[config.mk]
export PLATFORM = sky130hd
export DESIGN_NAME = gpio_bank_ctrl
export DESIGN_NICKNAME = d
export VERILOG_FILES = /design/src/rtl/gpio_pkg.sv /design/src/rtl/gpio_addr_dec.sv /design/src/rtl/gpio_sync.sv /design/src/rtl/gpio_bank.sv /design/src/rtl/gpio_bank_ctrl.sv
export SDC_FILE = /design/constraint.sdc
export NUM_CORES = 2
export LEC_CHECK = 0
export BUFFER_PORTS_ARGS = -buffer_cell sky130_fd_sc_hd__buf_2
export CORE_MARGIN = 2
export CORE_UTILIZATION = 55
export DETAILED_ROUTE_END_ITERATION = 10
export GPL_ROUTABILITY_DRIVEN = 0
export PLACE_DENSITY = 0.75
export SLEW_MARGIN = 30
export SYNTH_ARGS = -nofsm -noshare
export SYNTH_HDL_FRONTEND = slang
export SYNTH_HIERARCHICAL = 1
export SYNTH_SLANG_ARGS = --single-unit
[constraint.sdc]
create_clock -name clk -period 7.3 [get_ports clk]
set_input_delay 1.46 -clock clk [delete_from_list [all_inputs] [get_ports clk]]
set_output_delay 1.46 -clock clk [all_outputs]
set_load 0.1 [all_outputs]
[src/rtl/gpio_pkg.sv]
// gpio_pkg: shared constants and types for the banked GPIO controller.
// Assumes a 32-bit data bus and at most five banks of 32 pins.
package gpio_pkg;
    localparam int BUS_W         = 32;
    localparam int PINS_PER_BANK = 32;
    localparam int MAX_BANKS     = 5;
    localparam int BANK_BASE     = 16;   // byte address of bank 0
    localparam int BANK_STRIDE   = 40;   // bytes between bank windows
    localparam int REGS_PER_BANK = 10;

    // Register order inside a bank window (word offsets 0..9).
    typedef enum logic [3:0] {
        REG_DIR      = 4'd0,
        REG_OUT      = 4'd1,
        REG_SET      = 4'd2,
        REG_CLR      = 4'd3,
        REG_IN       = 4'd4,
        REG_RISE_SET = 4'd5,
        REG_RISE_CLR = 4'd6,
        REG_FALL_SET = 4'd7,
        REG_FALL_CLR = 4'd8,
        REG_STAT     = 4'd9
    } gpio_reg_e;

    typedef struct packed {
        logic      hit;
        logic [2:0] bank;
        gpio_reg_e regsel;
    } gpio_dec_t;
endpackage

[src/rtl/gpio_addr_dec.sv]
// gpio_addr_dec: maps a byte address onto (bank, register) for the populated
// banks. Assumes ADDR_W is wide enough to reach the last window (8 bits for
// five banks). Misaligned addresses and addresses outside every window miss.
module gpio_addr_dec
    import gpio_pkg::*;
#(
    parameter int ADDR_W    = 8,
    parameter int NUM_BANKS = 5
) (
    input  logic [ADDR_W-1:0] addr,
    output gpio_dec_t         dec
);
    localparam int WIN_BYTES = 4 * REGS_PER_BANK;

    // Range compare against each window; at most one window can match.
    always_comb begin
        dec = '0;
        for (int b = 0; b < NUM_BANKS; b++) begin
            if ((32'(addr) >= 32'(BANK_BASE + b * BANK_STRIDE)) &&
                (32'(addr) <  32'(BANK_BASE + b * BANK_STRIDE + WIN_BYTES)) &&
                (addr[1:0] == 2'b00)) begin
                dec.hit    = 1'b1;
                dec.bank   = 3'(b);
                dec.regsel = gpio_reg_e'(4'((32'(addr) - 32'(BANK_BASE + b * BANK_STRIDE)) >> 2));
            end
        end
    end
endmodule

[src/rtl/gpio_sync.sv]
// gpio_sync: two-flop synchronizer for one bank of pins plus a third stage
// holding the previous synchronized level for edge detection.
// Assumes pin_in is asynchronous to clk; reset clears all stages.
module gpio_sync #(
    parameter int W = 32
) (
    input  logic         clk,
    input  logic         rst_n,
    input  logic [W-1:0] pin_in,
    output logic [W-1:0] synced,
    output logic [W-1:0] prev
);
    logic [W-1:0] meta_q;
    logic [W-1:0] sync_q;
    logic [W-1:0] prev_q;
    logic [1:0]   warm_q;

    // Shift pin levels through the synchronizer and the history stage.
    always_ff @(posedge clk) begin
        if (!rst_n) begin
            meta_q <= '0;
            sync_q <= '0;
            prev_q <= '0;
        end else begin
            meta_q <= pin_in;
            sync_q <= meta_q;
            prev_q <= sync_q;
        end
    end

    // Count edges since reset so latency checks start once history is valid.
    always_ff @(posedge clk) begin
        if (!rst_n)                warm_q <= 2'd0;
        else if (warm_q != 2'd3)   warm_q <= warm_q + 2'd1;
    end

    assign synced = sync_q;
    assign prev   = prev_q;

    // the synchronized level is the pin level from two edges earlier.
    assert_sync_two_stage_R5: assert property (@(posedge clk) disable iff (!rst_n)
        (warm_q == 2'd3) |-> (synced == $past(pin_in, 2)));

    // the history stage lags the synchronized level by one edge.
    assert_prev_lag_R8: assert property (@(posedge clk) disable iff (!rst_n)
        (warm_q == 2'd3) |-> (prev == $past(synced)));
endmodule

[src/rtl/gpio_bank.sv]
// gpio_bank: register file of one bank of W pins (W <= 32): direction,
// output latch with set/clear access, edge enables and sticky status.
// Assumes wr_en is already qualified for this bank and that synced/prev come
// from the bank's synchronizer. Unpopulated bits simply do not exist here.
module gpio_bank
    import gpio_pkg::*;
#(
    parameter int W = 32
) (
    input  logic              clk,
    input  logic              rst_n,
    input  logic              wr_en,
    input  gpio_reg_e         regsel,
    input  logic [W-1:0]      wdata,
    input  logic [W-1:0]      synced,
    input  logic [W-1:0]      prev,
    output logic [BUS_W-1:0]  rdata,
    output logic [W-1:0]      out_lvl,
    output logic [W-1:0]      dir_lvl,
    output logic              irq_bank
);
    logic [W-1:0] dir_q;
    logic [W-1:0] out_q;
    logic [W-1:0] rise_q;
    logic [W-1:0] fall_q;
    logic [W-1:0] stat_q;
    logic [W-1:0] edge_ev;
    logic [W-1:0] stat_clr;

    // Direction register: 1 = input, reset to all inputs.
    always_ff @(posedge clk) begin
        if (!rst_n)                              dir_q <= '1;
        else if (wr_en && (regsel == REG_DIR))   dir_q <= wdata;
    end

    // Output latch: whole-word write, write-one-set and write-one-clear.
    always_ff @(posedge clk) begin
        if (!rst_n) begin
            out_q <= '0;
        end else if (wr_en) begin
            case (regsel)
                REG_OUT: out_q <= wdata;
                REG_SET: out_q <= out_q | wdata;
                REG_CLR: out_q <= out_q & ~wdata;
                default: out_q <= out_q;
            endcase
        end
    end

    // Rising and falling edge enable masks with set/clear access.
    always_ff @(posedge clk) begin
        if (!rst_n) begin
            rise_q <= '0;
            fall_q <= '0;
        end else if (wr_en) begin
            case (regsel)
                REG_RISE_SET: rise_q <= rise_q | wdata;
                REG_RISE_CLR: rise_q <= rise_q & ~wdata;
                REG_FALL_SET: fall_q <= fall_q | wdata;
                REG_FALL_CLR: fall_q <= fall_q & ~wdata;
                default: begin
                    rise_q <= rise_q;
                    fall_q <= fall_q;
                end
            endcase
        end
    end

    // Enabled edges of the synchronized level.
    always_comb begin
        edge_ev = (synced & ~prev & rise_q) | (~synced & prev & fall_q);
    end

    // Write-one-to-clear mask for the status register.
    always_comb begin
        stat_clr = (wr_en && (regsel == REG_STAT)) ? wdata : '0;
    end

    // Sticky status: a new edge wins over a simultaneous clear.
    always_ff @(posedge clk) begin
        if (!rst_n) stat_q <= '0;
        else        stat_q <= (stat_q & ~stat_clr) | edge_ev;
    end

    // Read multiplexer, zero-extended to the bus width.
    always_comb begin
        case (regsel)
            REG_DIR:                   rdata = BUS_W'(dir_q);
            REG_OUT, REG_SET, REG_CLR: rdata = BUS_W'(out_q);
            REG_IN:                    rdata = BUS_W'(synced);
            REG_RISE_SET, REG_RISE_CLR: rdata = BUS_W'(rise_q);
            REG_FALL_SET, REG_FALL_CLR: rdata = BUS_W'(fall_q);
            REG_STAT:                  rdata = BUS_W'(stat_q);
            default:                   rdata = '0;
        endcase
    end

    assign out_lvl  = out_q;
    assign dir_lvl  = dir_q;
    assign irq_bank = |stat_q;

    // direction holds unless the direction register is written.
    assert_dir_hold_R2: assert property (@(posedge clk) disable iff (!rst_n)
        !(wr_en && (regsel == REG_DIR)) |=> $stable(dir_q));

    // every written one is set in the latch afterwards.
    assert_set_ones_R3: assert property (@(posedge clk) disable iff (!rst_n)
        (wr_en && (regsel == REG_SET)) |=> ((out_q & $past(wdata)) == $past(wdata)));

    // every written one is clear in the latch afterwards.
    assert_clr_ones_R4: assert property (@(posedge clk) disable iff (!rst_n)
        (wr_en && (regsel == REG_CLR)) |=> ((out_q & $past(wdata)) == '0));

    // a status bit only rises after an enabled edge was seen.
    assert_stat_needs_edge_R8: assert property (@(posedge clk) disable iff (!rst_n)
        ((stat_q & ~$past(stat_q)) != '0) |-> ($past(edge_ev) != '0));
endmodule

[src/rtl/gpio_bank_ctrl.sv]
// gpio_bank_ctrl: top of the banked GPIO controller. Splits NUM_PINS into
// banks of 32 (the last one partial), gives each bank a synchronizer and a
// register file, decodes the word bus and combines the bank interrupts.
// Assumes NUM_PINS is 1..160 and ADDR_W reaches the last bank window.
module gpio_bank_ctrl
    import gpio_pkg::*;
#(
    parameter int NUM_PINS = 144,
    parameter int ADDR_W   = 8
) (
    input  logic                clk,
    input  logic                rst_n,
    input  logic [ADDR_W-1:0]   bus_addr,
    input  logic                bus_wr_en,
    input  logic [BUS_W-1:0]    bus_wdata,
    output logic [BUS_W-1:0]    bus_rdata,
    input  logic [NUM_PINS-1:0] pin_in,
    output logic [NUM_PINS-1:0] pin_out,
    output logic [NUM_PINS-1:0] pin_oe,
    output logic                irq
);
    localparam int NUM_BANKS = (NUM_PINS + PINS_PER_BANK - 1) / PINS_PER_BANK;

    gpio_dec_t            dec;
    logic [BUS_W-1:0]     bank_rdata [NUM_BANKS];
    logic [NUM_BANKS-1:0] bank_irq;

    gpio_addr_dec #(
        .ADDR_W    (ADDR_W),
        .NUM_BANKS (NUM_BANKS)
    ) dec_i (
        .addr (bus_addr),
        .dec  (dec)
    );

    for (genvar b = 0; b < NUM_BANKS; b++) begin : g_bank
        localparam int LO = b * PINS_PER_BANK;
        localparam int BW = ((NUM_PINS - LO) > PINS_PER_BANK) ? PINS_PER_BANK : (NUM_PINS - LO);

        logic [BW-1:0] synced;
        logic [BW-1:0] prev;
        logic [BW-1:0] out_lvl;
        logic [BW-1:0] dir_lvl;
        logic          wr_sel;

        // Qualify the bus write strobe for this bank.
        assign wr_sel = bus_wr_en && dec.hit && (dec.bank == 3'(b));

        gpio_sync #(.W(BW)) sync_i (
            .clk    (clk),
            .rst_n  (rst_n),
            .pin_in (pin_in[LO +: BW]),
            .synced (synced),
            .prev   (prev)
        );

        gpio_bank #(.W(BW)) bank_i (
            .clk      (clk),
            .rst_n    (rst_n),
            .wr_en    (wr_sel),
            .regsel   (dec.regsel),
            .wdata    (bus_wdata[BW-1:0]),
            .synced   (synced),
            .prev     (prev),
            .rdata    (bank_rdata[b]),
            .out_lvl  (out_lvl),
            .dir_lvl  (dir_lvl),
            .irq_bank (bank_irq[b])
        );

        assign pin_out[LO +: BW] = out_lvl;
        assign pin_oe[LO +: BW]  = ~dir_lvl;
    end

    // Select the addressed bank's read data; misses read zero.
    always_comb begin
        bus_rdata = '0;
        for (int b = 0; b < NUM_BANKS; b++) begin
            if (dec.hit && (dec.bank == 3'(b))) bus_rdata = bank_rdata[b];
        end
    end

    assign irq = |bank_irq;
endmodule

==> impl.org <==
** Drt
- In this run, the number of DRC markers left after iteration 0 of detailed routing was 6661.
- After detailed routing, the number of vias per cell comes to ~6.4.
- The routed design has between 150000 and 200000 µm of wire.
- In the final routed layout, each cell accounts on average for 25.0 µm.
- Detailed routing inserted a total of about 47000 vias.
- Pre-antenna DRT Iters :: 9
- Once detail routing completed, the nets flagged for antenna violations numbered 0.
- DRC violation count after routing :: 0

** Flow run
- The tool flagged a number of max-cap violations equal to 0.

** Clocking
- Num CTS Buffers :: 116
- TritonCTS sink count :: 1152
- The later pin in the worst-skew pair is clocked with a latency of 0.69 ns.
- Buffer depth of the longest clock path :: 3
- CTS placed an instance of sky130_fd_sc_hd__clkbuf_16 at the clock tree root.
- TritonCTS clock tree :: built
- CTS built an H-tree with a depth of 3.
- CTS clock-pin slew for the worst setup and hold paths :: 0.07 ns

** Global routing
- Via count of the first global-routing pass :: 43300
- Maximum number of pins on one net before global-route repair :: 200
- The initial antenna violation count is 12.
- Global routing finished with a remaining overflow of 0.
- Overall Global Routing Usage :: 0.385
- The first global-routing pass estimated 269000 µm of wire.

** Power
- Maximum vdd ir drop :: 0.220 mV
- For this design the ratio of total power to cell area is around 260 mW/mm².
- Overall power consumption :: 14.9 mW
- Leakage dissipation :: about 24 nW

** Logic synthesis
- Leading post-synthesis cells by cell area :: sky130_fd_sc_hd__dfxtp_1 47%, sky130_fd_sc_hd__a22oi_1 6.4%, sky130_fd_sc_hd__o21ai_0 5.6%
- The average instance in the mapped netlist occupies 8.53 µm².
- Count of state elements after synthesis :: 1152
- Most frequently used flop master after synthesis :: sky130_fd_sc_hd__dfxtp_1
- In the synthesized netlist the async set-or-reset flop fraction comes to 0.
- Yosys printed 6 warnings.
- The synthesized design contains 0 enable-type register cells.
- Synthesis produced a netlist whose cell count is 5743.
- For this run, the register share of the synthesized area comes to 0.471.
- Post-synthesis instance area :: 0.0490 mm²
- Share of the synthesized area in the top cell type :: 0.471
- Count of cell types in the netlist :: 69
- Of all cell types, the one taking the most synthesized area is sky130_fd_sc_hd__dfxtp_1.

** STA
- For this run, the top clock speed supported by timing is about 0.14 GHz.
- Total of endpoints with negative setup slack in the final report :: 0
- The max-slew violation count came to 0.
- Tightest slew margin relative to the limit :: 0.256
- Post-route minimum period :: 7.25 ns
- The final hold violation count was 0.
- For the pin with the worst max-slew slack, the measured transition is about 1.1 ns.
- Final setup margin :: approximately 0.048 ns
- RSZ-0062 raised after global routing :: yes
- For the final database, setup skew stands at 0.0161 ns.
- Fraction of the cycle the final worst path needs :: 0.993

** Worst setup path
- Cells traversed along the worst timing path :: buf_2 -> inv_1 -> ha_1 -> or3b_4 -> a221oi_4 -> buf_4 -> o311a_1 -> o22a_4 -> nand2b_1 -> buf_4 -> nor3_2 -> buf_12 -> a22oi_1 -> nand3_1 -> mux2_2 -> a222oi_1 -> nor2_2 -> buf_2
- Data arrival time of the worst path :: 5.79 ns
- The worst setup path is launched from an input port.
- The critical path is of the input port to output pin type.
- The worst setup path is captured at an output pin.
- CP max FO :: 32
- Required time of the critical path :: between 5 and 6 ns
- Among all stages on the critical path, the largest delay is contributed by sky130_fd_sc_hd__a222oi_1.
- Crit path largest cell delay :: 0.53 ns

** Placed design
- Post-placement cell area :: ~0.053 mm²
- HPWL after detailed placement :: 119000 µm
- Port Buffer Count :: 507
- After detailed placement, the design holds a cell count of 7122.
- Prior to clock tree synthesis, the placed netlist has a worst setup slack of 0.0596 ns.

** Die
- Row cnt :: between 100 and 150
- The die is 303 µm tall.
- Total die area :: ~0.092 mm²
- In this run the standard cell core region covers a little under 0.09 mm².
- The initial utilization of the core area, before any placement, comes to 0.555.
- Die span in x :: 303 µm
- Number of I/O pins :: roughly 510

** Final layout
- From synthesis to final layout, the design area changed by 16.2%.
- Layout cell share with drive strength beyond 1 :: 0.164
- With fillers left out, the area of the finished cells amounts to 0.0570 mm².
- In the final design database the tool counted roughly 6300 nets.
- The finished layout holds 7354 standard cells, fillers aside.

** Run status
- Run status :: complete, no violations

** Worst hold path
- The worst hold path belongs to the class register to register.
-- final timing paths --
check | cells past startpoint | to | start | slack (ns)
min | 1 | g_bank[0].sync_i/synced[26]$_SDFF_PN0_ | g_bank[0].sync_i/meta_q[26]$_SDFF_PN0_ | 0.43
min reg2reg | 1 | g_bank[0].sync_i/synced[26]$_SDFF_PN0_ | g_bank[0].sync_i/meta_q[26]$_SDFF_PN0_ | 0.43
max reg2reg | 3 | g_bank[4].bank_i/stat_q[4]$_SDFF_PN0_ | g_bank[4].sync_i/synced[4]$_SDFF_PN0_ | 6.21
max | 18 | bus_rdata[3] | bus_addr[4] | 0.05
-- cell type report --
type	count	area (µm²)
antenna	6	15.0
clock buffer	165	3370
clock inverter	51	677
fill	7345	31400
inverter	283	1060
multi-input combinational	3863	22900
sequential	1152	23100
tap	1165	1460
timing repair buffer	669	4450
-- cell families (layout without fill, tap and decap cells) --
logic type	Yosys count	count (layout)	synth area share
AND/OR/NAND/NOR	1965	1965	0.192
AO/OA/AOI/OAI	1835	1835	0.256
flip-flops	1152	1152	0.471
buffers and inverters	743	1168	0.0708
multiplexers	33	33	0.00756
adder cells (fa/ha/maj)	7	7	0.00179
XOR/XNOR	7	7	0.00125
other	1	22	0.0000765
-- routing by layer --
| metal | GRT usage | up-vias | wire length (µm) |
|---|---|---|---|
| met1 | 0.494 | 22400 | 68600 |
| met5 | 0.0109 | - | 209 |
| met3 | 0.0947 | 663 | 22100 |
| met4 | 0.272 | 12 | 14500 |
| li1 | - | 21100 | - |
| met2 | 0.568 | 3227 | 78700 |
-- stage by stage --
step           setup TNS [ns]  hold WS (ns)  utilization
2_1_floorplan          -0.132         0.412            -
3_3_place_gp                0         0.414        0.597
3_5_place_dp                0         0.417        0.597
4_1_cts                     0         0.429        0.643
5_1_grt               -0.0837         0.436        0.644
6_report                    0         0.430        0.645
-- synth_stat cells, drive strengths merged, types with 160 or more instances --
master / n
a22oi: 416
o21ai: 552
dfxtp: 1152
nor2: 479
inv: 283
and2: 439
clkbuf: 259
a211oi: 160
nand2: 599
nand3: 299
buf: 201
a31oi: 274
-- cell usage in the layout (no fill, tap or decap), types with 22 or more instances in the layout --
cell type                      n
sky130_fd_sc_hd__dfxtp_1    1152
sky130_fd_sc_hd__inv_1       282
sky130_fd_sc_hd__buf_2       480
sky130_fd_sc_hd__mux2_2       32
sky130_fd_sc_hd__clkinv_2     24
sky130_fd_sc_hd__a21boi_0    136
sky130_fd_sc_hd__and2_2       22
sky130_fd_sc_hd__buf_4       135
sky130_fd_sc_hd__nor4_1       36
sky130_fd_sc_hd__a21o_1       31
sky130_fd_sc_hd__and2_1      416
sky130_fd_sc_hd__a222oi_1     31
sky130_fd_sc_hd__a21oi_1      24
sky130_fd_sc_hd__clkbuf_1     23
sky130_fd_sc_hd__a31oi_1     273
sky130_fd_sc_hd__nand3_1     299
sky130_fd_sc_hd__clkbuf_16   118
sky130_fd_sc_hd__o21ai_0     544
sky130_fd_sc_hd__nor2_2       38
sky130_fd_sc_hd__buf_12       48
sky130_fd_sc_hd__clkbuf_8     24
sky130_fd_sc_hd__a22oi_1     415
sky130_fd_sc_hd__nand2_1     598
sky130_fd_sc_hd__nor2_1      439
sky130_fd_sc_hd__a32o_1      140
sky130_fd_sc_hd__a211oi_1    160
sky130_fd_sc_hd__a22o_1       32
-- repair_timing --
action / 4_1_cts / 5_1_grt
resized for setup: 0 / 9
buffers inserted: 0 / 9
hold buffers: 0 / 0
endpoints found under the setup margin: 0 / 27
-- worst max-delay path: cells and delay by family --
kind / cells / cell delay, ns
muxes: 1 / 0.44
and+or+nand+nor: 5 / 1.00
buffers and inverters: 6 / 1.09
AOI/OAI and AO/OA: 5 / 1.60
adders and majority gates: 1 / 0.17
-- where the power goes --
group / internal, mW / switching, mW
clock: 3.74 / 2.59
sequential: 6.41 / 0.0992
combinational: 0.544 / 1.48
total: 10.7 / 4.17
Note: power is estimated with default switching activity, not from simulation.
